## src/rtl/macrocell_pkg.sv

```systemverilog
package macrocell_pkg;
  // Strobes from control to datapath flip-flop
  typedef struct packed {
    logic clear;   // asynchronous clear
    logic preset;  // synchronous set
    logic load;    // capture polarity result
  } ffStrobe_t;

  // Mode field offsets, relative to the end of the product-term plane
  localparam int OFS_INVERT = 0;
  localparam int OFS_REG    = 1;
  localparam int OFS_RSTEN  = 2;
  localparam int OFS_SETEN  = 3;
  localparam int OFS_CEEN   = 4;
  localparam int MODE_BITS  = 5;
endpackage

```

## src/rtl/macrocell_ctrl.sv

```systemverilog
module macrocell_ctrl
  import macrocell_pkg::*;
(
  input  logic      ffReset,
  input  logic      ffSet,
  input  logic      ffClkEn,
  input  logic      rstEn,
  input  logic      setEn,
  input  logic      ceEn,
  output ffStrobe_t strobe
);
  always_comb begin
    strobe.clear  = rstEn & ffReset;
    strobe.preset = setEn & ffSet & ~strobe.clear;
    strobe.load   = ~ceEn | ffClkEn;
  end
endmodule

```

## src/rtl/macrocell_datapath.sv

```systemverilog
module macrocell_datapath
  import macrocell_pkg::*;
#(
  parameter int NUM_IN = 4,
  parameter int NUM_PT = 5
) (
  input  logic                     clk,
  input  logic [NUM_IN-1:0]        dataIn,
  input  logic [NUM_IN-1:0]        inGate,
  input  logic [NUM_PT*NUM_IN-1:0] litTrue,
  input  logic [NUM_PT*NUM_IN-1:0] litComp,
  input  logic                     invert,
  input  logic                     regMode,
  input  ffStrobe_t                strobe,
  output logic                     sopPol,
  output logic                     macroOut
);
  logic [NUM_IN-1:0] gatedIn;
  logic [NUM_PT-1:0] termVal;
  logic              sumOut;
  logic              ffQ;
  logic              clearA;

  // Each input enters the plane through a two-input AND with its gate bit
  assign gatedIn = dataIn & inGate;

  for (genvar p = 0; p < NUM_PT; p++) begin : g_term
    logic [NUM_IN-1:0] selT;
    logic [NUM_IN-1:0] selC;
    logic              anyLit;
    logic              allMatch;
    assign selT     = litTrue[p*NUM_IN +: NUM_IN];
    assign selC     = litComp[p*NUM_IN +: NUM_IN];
    assign anyLit   = |(selT | selC);
    assign allMatch = &((~selT | gatedIn) & (~selC | ~gatedIn));
    // An empty term contributes nothing to the sum
    assign termVal[p] = anyLit & allMatch;
  end

  assign sumOut = |termVal;
  assign sopPol = sumOut ^ invert;

  assign clearA = strobe.clear;

  always_ff @(posedge clk or posedge clearA) begin
    if (clearA)             ffQ <= 1'b0;
    else if (strobe.preset) ffQ <= 1'b1;
    else if (strobe.load)   ffQ <= sopPol;
  end

  assign macroOut = regMode ? ffQ : sopPol;
endmodule

```

## src/rtl/macrocell.sv

```systemverilog
module macrocell
  import macrocell_pkg::*;
#(
  parameter int NUM_IN = 4,
  parameter int NUM_PT = 5,
  localparam int BASE  = NUM_IN * (1 + 2 * NUM_PT),
  localparam int CFG_W = BASE + MODE_BITS
) (
  input  logic              clk,
  input  logic              ffReset,
  input  logic              ffSet,
  input  logic              ffClkEn,
  input  logic [NUM_IN-1:0] dataIn,
  input  logic [CFG_W-1:0]  cfg,
  output logic              macroOut
);
  logic [NUM_PT*NUM_IN-1:0] litTrue;
  logic [NUM_PT*NUM_IN-1:0] litComp;
  logic invert, regMode, rstEn, setEn, ceEn;
  logic sopPol;
  ffStrobe_t strobe;

  // Unpack the interleaved per-term literal fields
  for (genvar p = 0; p < NUM_PT; p++) begin : g_unpack
    assign litTrue[p*NUM_IN +: NUM_IN] = cfg[NUM_IN + 2*NUM_IN*p +: NUM_IN];
    assign litComp[p*NUM_IN +: NUM_IN] = cfg[NUM_IN + 2*NUM_IN*p + NUM_IN +: NUM_IN];
  end

  assign invert  = cfg[BASE + OFS_INVERT];
  assign regMode = cfg[BASE + OFS_REG];
  assign rstEn   = cfg[BASE + OFS_RSTEN];
  assign setEn   = cfg[BASE + OFS_SETEN];
  assign ceEn    = cfg[BASE + OFS_CEEN];

  macrocell_ctrl u_ctrl (
    .ffReset(ffReset), .ffSet(ffSet), .ffClkEn(ffClkEn),
    .rstEn(rstEn), .setEn(setEn), .ceEn(ceEn),
    .strobe(strobe)
  );

  macrocell_datapath #(.NUM_IN(NUM_IN), .NUM_PT(NUM_PT)) u_dp (
    .clk(clk), .dataIn(dataIn), .inGate(cfg[NUM_IN-1:0]),
    .litTrue(litTrue), .litComp(litComp),
    .invert(invert), .regMode(regMode), .strobe(strobe),
    .sopPol(sopPol), .macroOut(macroOut)
  );
endmodule

```

## config.mk

```make
export PLATFORM = sky130hd
export DESIGN_NAME = macrocell
export DESIGN_NICKNAME = d
export VERILOG_FILES = /design/src/rtl/macrocell_pkg.sv /design/src/rtl/macrocell_ctrl.sv /design/src/rtl/macrocell_datapath.sv /design/src/rtl/macrocell.sv
export SDC_FILE = /design/constraint.sdc
export NUM_CORES = 1
export LEC_CHECK = 0
export BUFFER_PORTS_ARGS = -buffer_cell sky130_fd_sc_hd__buf_2
export CORE_MARGIN = 3
export CORE_UTILIZATION = 26
export DETAILED_ROUTE_END_ITERATION = 10
export PLACE_DENSITY = 0.75
export SLEW_MARGIN = 20
export SYNTH_ARGS = -nofsm -noshare
export SYNTH_HDL_FRONTEND = slang
export SYNTH_HIERARCHICAL = 1
export SYNTH_SLANG_ARGS = --single-unit
```

## constraint.sdc

```tcl
create_clock -name clk -period 1.15 [get_ports clk]
set_input_delay 0.0575 -clock clk [delete_from_list [all_inputs] [get_ports clk]]
set_output_delay 0.0575 -clock clk [all_outputs]
set_load 0.1 [all_outputs]
```

==> out/qor.yml, run 1 <==
worstHoldPathType: "in2async"
setup_violations: 2
cpLargestDelayFamily: "simple AND/OR/NAND/NOR gates"
ir_drop_mv: 0.3148
drc_errors: 0
multi_input_area_sq_um: 701.9
insertion_delay_ps: 0
top_register: "u_dp/ffQ"
first_pass_iters: 4
wl_um: 2294
gp_congestion: 0.7496
hold_violations: 0
cp_num_cells: 8
areaGrowthSynthToFinish_pct: 121.0
slew_headroom_pct: 77.02
hpwlAfterDp_um: 1871
viasPerCell: 5.235
top_regs: "u_dp/ffQ x1"
end_kind: "output port"
syn_nets: 130
coreArea_sq_um: 2002
p_per_area_nw_per_um2: 444.6
crit_arrival_ps: 1480
row_count: 16
grt_overflow: 0
finish.utilization_pct: 62.44
vias: 869
postSynthCellCount: 73
grt_pass1_vias: 886
critPathBufInv: 2
startpoint_type: "input pin"
slowest_delay_ps: 250
stdcell_count: 166
die_w_um: 52.64
antenna_found_initial: 0
pre_cts_ws_ps: -480.1
ios: 58
rr_worst_depth: 2
maxSlewViolCount: 0
status: "complete, but fails checks"
crit_type: "in2out"
tightest_slew_ps: 341.6
grtUsageTotal_pct: 15.96
dp.cells: 165
crit_path_top_delay_cell: "a311oi_4"
largest_reg_flops: 1
dieHeight_um: 52.64
seqCellArea_sq_um: 25.02
grt_max_degree: 10
avgSynthCellArea_sq_um: 7.747
crit_path_cell_trace: "buf_2, nand2_2, mux2i_1, nand4_1, nand4_4, nor4b_4, a311oi_4, buf_12"
fmax_ghz: 0.6517
grt_pass1_wl_um: 3519
drive_above_1_share_pct: 65.47
wire_per_inst_um: 13.82
initial_utilization_pct: 28.25
die_area_sq_um: 2771
clk_pin_slew_ps: 0
final.setup.tns_ps: -729.4
yosys_warnings: 6
fin_crit_ps: 1534
io_buffers: 57
final_nets: 198
synthesis.area_sq_um: 565.5
skew_ps: 0
worstPathRequired_ps: 1090
violations: "setup timing"
nFillCells: 182
critPathMaxFanout: 4
grt_setup_unrepaired: "true"
finalCritPeriodShare_pct: 133.4
p_leak_uw: 0.0006050
insertedDiodeCount: 0
cap_violations: 0
drt_iter0_drc: 6
fin_ws_ps: -384.3
ant_nets: 0
placed cells by master (no fill, tap or decap):
cell and count:
mux2i_1 14, nand2_4 1, and3_1 3, a21boi_0 4
o32ai_1 1, buf_8 1, nor4_1 2, and3_4 4
a21boi_1 1, buf_12 2, nand2_1 5, nand4_2 1
nand4_4 1, a211oi_1 2, a21bo_2 1, nand3_1 2
nor4b_4 1, buf_2 41, buf_6 15, nor4_2 4
nand3b_1 1, nor2_2 1, nand2b_1 1, a211oi_2 1
nand4_1 5, dfrtp_1 1, nor2_1 3, nand2_2 1
a21boi_4 2, inv_1 2, buf_4 7, nor4_4 5
a311oi_4 1, and2_4 1, o22ai_1 1
power by group:
group          total [uW]  internal [uW]  switching [uW]
logic                 510            273             237
clock network           0              0               0
registers            45.7           41.9            3.82
total                 556            315             241
per-stage QoR:
stage / hold slack, ps / cell area [sq um] / total power (uW)
global placement: 21.55 / 1017 / 445.5
detailed placement: 27.11 / 1017 / 457.2
CTS: 27.40 / 1107 / 499.5
finish: 27.02 / 1250 / 555.7
global route: 31.10 / 1250 / 593.1
floorplan: -84.03 / 623.1 / 252.4
layer usage:
| metal | up-vias | share of wire [%] | global-route usage (%) |
|---|---|---|---|
| met4 | 0 | 0 | 0 |
| li1 | 435 | - | - |
| met1 | 399 | 39 | 21.04 |
| met2 | 35 | 53 | 29.55 |
| met5 | - | 0 | 0 |
| met3 | 0 | 8.1 | 1.140 |
cell type report:
cell class / instances / area share (%)
multi-input combinational: 70 / 56.16
sequential: 1 / 2.002
tap: 27 / 2.703
inverter: 2 / 0.6006
timing repair buffer: 66 / 38.54
worst reg2reg max path, stage by stage (launching register included):
cell and delay (ps):
dfrtp_1 360, o32ai_1 290, nor2_1 90
worst paths after layout:
path                       startpoint  endpoint  slack, ps
setup / recovery            dataIn[2]  macroOut       -380
hold / removal                ffReset  u_dp/ffQ         30
hold reg to reg              u_dp/ffQ  u_dp/ffQ        590
min in group clk              cfg[48]  u_dp/ffQ        480
setup reg to reg             u_dp/ffQ  u_dp/ffQ        280
max in group asynchronous     cfg[46]  u_dp/ffQ       1010
timing repair:
action,CTS,global route
endpoints found under the setup margin,2,2
gates cloned,0,0
hold buffers,0,0
endpoints found under the hold margin,0,0
buffers inserted,1,0
resized for setup,21,26
pin swaps,7,17
Note: power is estimated with default switching activity, not from simulation.
==> run 2, diff against run 1 <==
- ABC_AREA: default -> 1
- CELL_PAD_IN_SITES_DETAIL_PLACEMENT: default -> 0
- CELL_PAD_IN_SITES_GLOBAL_PLACEMENT: default -> 1
- CORE_ASPECT_RATIO: default -> 2
- CORE_UTILIZATION: 26 -> 18
- PLACE_DENSITY: 0.75 -> 0.85
==> run 2 against run 1 <==
Effect of this change: the run still ends with setup timing left; clock skew did not move; core utilization fell by 19 points; via count rose by 27%; register-to-register slack improved by 180 ps; final cell count rose by 42%; area after synthesis rose by 8.8%; sequential power barely moved; fmax rose by 29%.
==> out/qor.yml, run 2 <==
intPower_uw: 319.4  # was 315.0 uW
avgSynthCellArea_sq_um: 4.493  # was 7.747 sq um
first_pass_iters: 4  # unchanged
ant_nets: 0  # unchanged
hpwlAfterDp_um: 2469  # was 1871 um
grt_max_degree: 7  # was 10
startpoint_type: "input pin"  # unchanged
grtUsageTotal_pct: 14.06  # was 15.96%
worstReg2RegStart: "u_dp/ffQ"  # unchanged
postSynthCellCount: 137  # was 73
pwr-share-comb_pct: 92.5  # was 91.8%
p_seq_share_pct: 7.5  # was 8.2%
dieHeight_um: 88.70  # was 52.64 um
syn_nets: 194  # was 130
crit_arrival_ps: 1130  # was 1480 ps
drt_iter0_drc: 17  # was 6
tightest_slew_ps: 118.0  # was 341.6 ps
wl_um: 2959  # was 2294 um
drc_errors: 0  # unchanged
final_common_cell: "buf_2"  # unchanged
hold_slack_ps: 114.3  # was 27.02 ps
setup_violations: 1  # was 2
top_regs: "u_dp/ffQ x1"  # unchanged
grt_setup_unrepaired: "true"  # unchanged
ios: 58  # unchanged
die_area_sq_um: 4200  # was 2771 sq um
largest_reg_flops: 1  # unchanged
fin_crit_ps: 1192  # was 1534 ps
die_w_um: 47.35  # was 52.64 um
worstPathRequired_ps: 1090  # about the same
ir_drop_mv: 0.3502  # was 0.3148 mV
finish.utilization_pct: 42.97  # was 62.44%
fmax_ghz: 0.8388  # was 0.6517 GHz
end_kind: "output port"  # unchanged
coreArea_sq_um: 3229  # was 2002 sq um
clk_pin_slew_ps: 0  # about the same
vias: 1106  # was 869
final_cell_mix: "buf_2 (37), nand2_1 (30), nand2_2 (22)"  # was buf_2 (41), buf_6 (15), mux2i_1 (14)
row_count: 29  # was 16
crit_type: "in2out"  # unchanged
gp_congestion: 0.9281  # was 0.7496
grt_overflow: 0  # unchanged
slew_headroom_pct: 92.10  # was 77.02%
worstHoldPathType: "in2async"  # unchanged
grt_pass1_vias: 1083  # was 886
p_per_area_nw_per_um2: 435.4  # was 444.6 nW/um^2
insertedDiodeCount: 0  # unchanged
clkPwrFrac_pct: 0  # about the same
final_nets: 263  # was 198
violations: "setup timing"  # unchanged
antenna_found_initial: 0  # unchanged
insertion_delay_ps: 0  # about the same
r2r-end: "u_dp/ffQ"  # unchanged
worstSetupStartpoint: "cfg[1]"  # was dataIn[2]
p_leak_uw: 0.0007372  # was 0.0006050 uW
yosys_warnings: 6  # unchanged
hold_violations: 0  # unchanged
wire_per_inst_um: 12.59  # was 13.82 um
maxSlewViolCount: 0  # unchanged
drive_above_1_share_pct: 58.33  # was 65.47%
finalCritPeriodShare_pct: 103.7  # was 133.4%
skew_ps: 0  # unchanged
rr_worst_depth: 2  # unchanged
initial_utilization_pct: 19.06  # was 28.25%
synthesis.area_sq_um: 615.6  # was 565.5 sq um
swShare_pct: 47.12  # was 43.32%
viasPerCell: 4.706  # was 5.235
grt_pass1_wl_um: 4485  # was 3519 um
status: "complete, but fails checks"  # unchanged
top_register: "u_dp/ffQ"  # unchanged
critPathMaxFanout: 6  # was 4
switchingPower_uw: 284.7  # was 240.7 uW
cap_violations: 0  # unchanged
fin_ws_ps: -42.24  # was -384.3 ps
areaGrowthSynthToFinish_pct: 125.4  # was 121.0%
rrSetupSlack_ps: 460  # was 280 ps
io_buffers: 57  # unchanged
-- run 2: metal layers --
layer / track usage, % / up-vias / wire (um) / part of all wire [%]
li1: - / 571 / - / -
met4: 2.267 / 0 / 57 / 1.9
met2: 28.36 / 42 / 1770 / 60
met3: 2.037 / 4 / 234 / 7.9
met5: 0 / - / 0 / 0
met1: 13.89 / 489 / 896 / 30
-- run 2: worst max-delay path, cell delays in order --
cell     delay, ps
buf_8          100
nand2_8         60
nand2_1         70
nand2_1         80
nor2_1          90
nand3_1         90
nand2_2        110
inv_2           40
nand3_2         80
nand3_2         80
nand2_2         80
buf_12         170
-- run 2: worst max path at each step --
stage / end / slack (ps) / cells after the start
3_5_place_dp: macroOut / -140 / 12
3_3_place_gp: macroOut / -130 / 12
6_report: macroOut / -40 / 12
5_1_grt: macroOut / -110 / 12
4_1_cts: macroOut / -80 / 10
2_1_floorplan: macroOut / 10 / 8
-- run 2: cell type report --
type,instances,area [sq um]
inverters,12,48.80
flip-flops and latches,1,25.02
well taps,31,38.79
fillers,340,1842
repair buffers,67,554.3
multi-input cells,124,720.7
-- run 2: what timing repair did --
| action | 4_1_cts | 5_1_grt |
|---|---|---|
| hold buffers | 1 | 0 |
| endpoints found under the hold margin | 1 | 0 |
| buffers inserted | 0 | 1 |
| pin swaps | 19 | 41 |
| gates cloned | 0 | 0 |
| resized for setup | 24 | 72 |
| endpoints found under the setup margin | 1 | 2 |
-- run 2: power by group through the flow --
stage / Clock (uW) / Sequential (uW) / Combinational (uW)
floorplan: 0 / 44.0 / 190
global placement: 0 / 45.3 / 405
detailed placement: 0 / 45.6 / 405
CTS: 0 / 45.6 / 442
global route: 0 / 45.6 / 609
finish: 0 / 45.5 / 559
-- run 2: through the flow --
| stage | instances | setup TNS [ps] | setup slack, ps | instance area, sq um | power [uW] |
|---|---|---|---|---|---|
| after floorplan | 137 | 0 | 9.915 | 618.1 | 233.7 |
| after global routing | 235 | -145.1 | -110.5 | 1388 | 655.0 |
| after global placement | 233 | -131.0 | -131.0 | 1017 | 450.6 |
| after CTS | 234 | -76.82 | -76.82 | 1112 | 487.3 |
| after detailed placement | 233 | -139.9 | -139.9 | 1017 | 450.7 |
| final | 235 | -42.24 | -42.24 | 1388 | 604.1 |
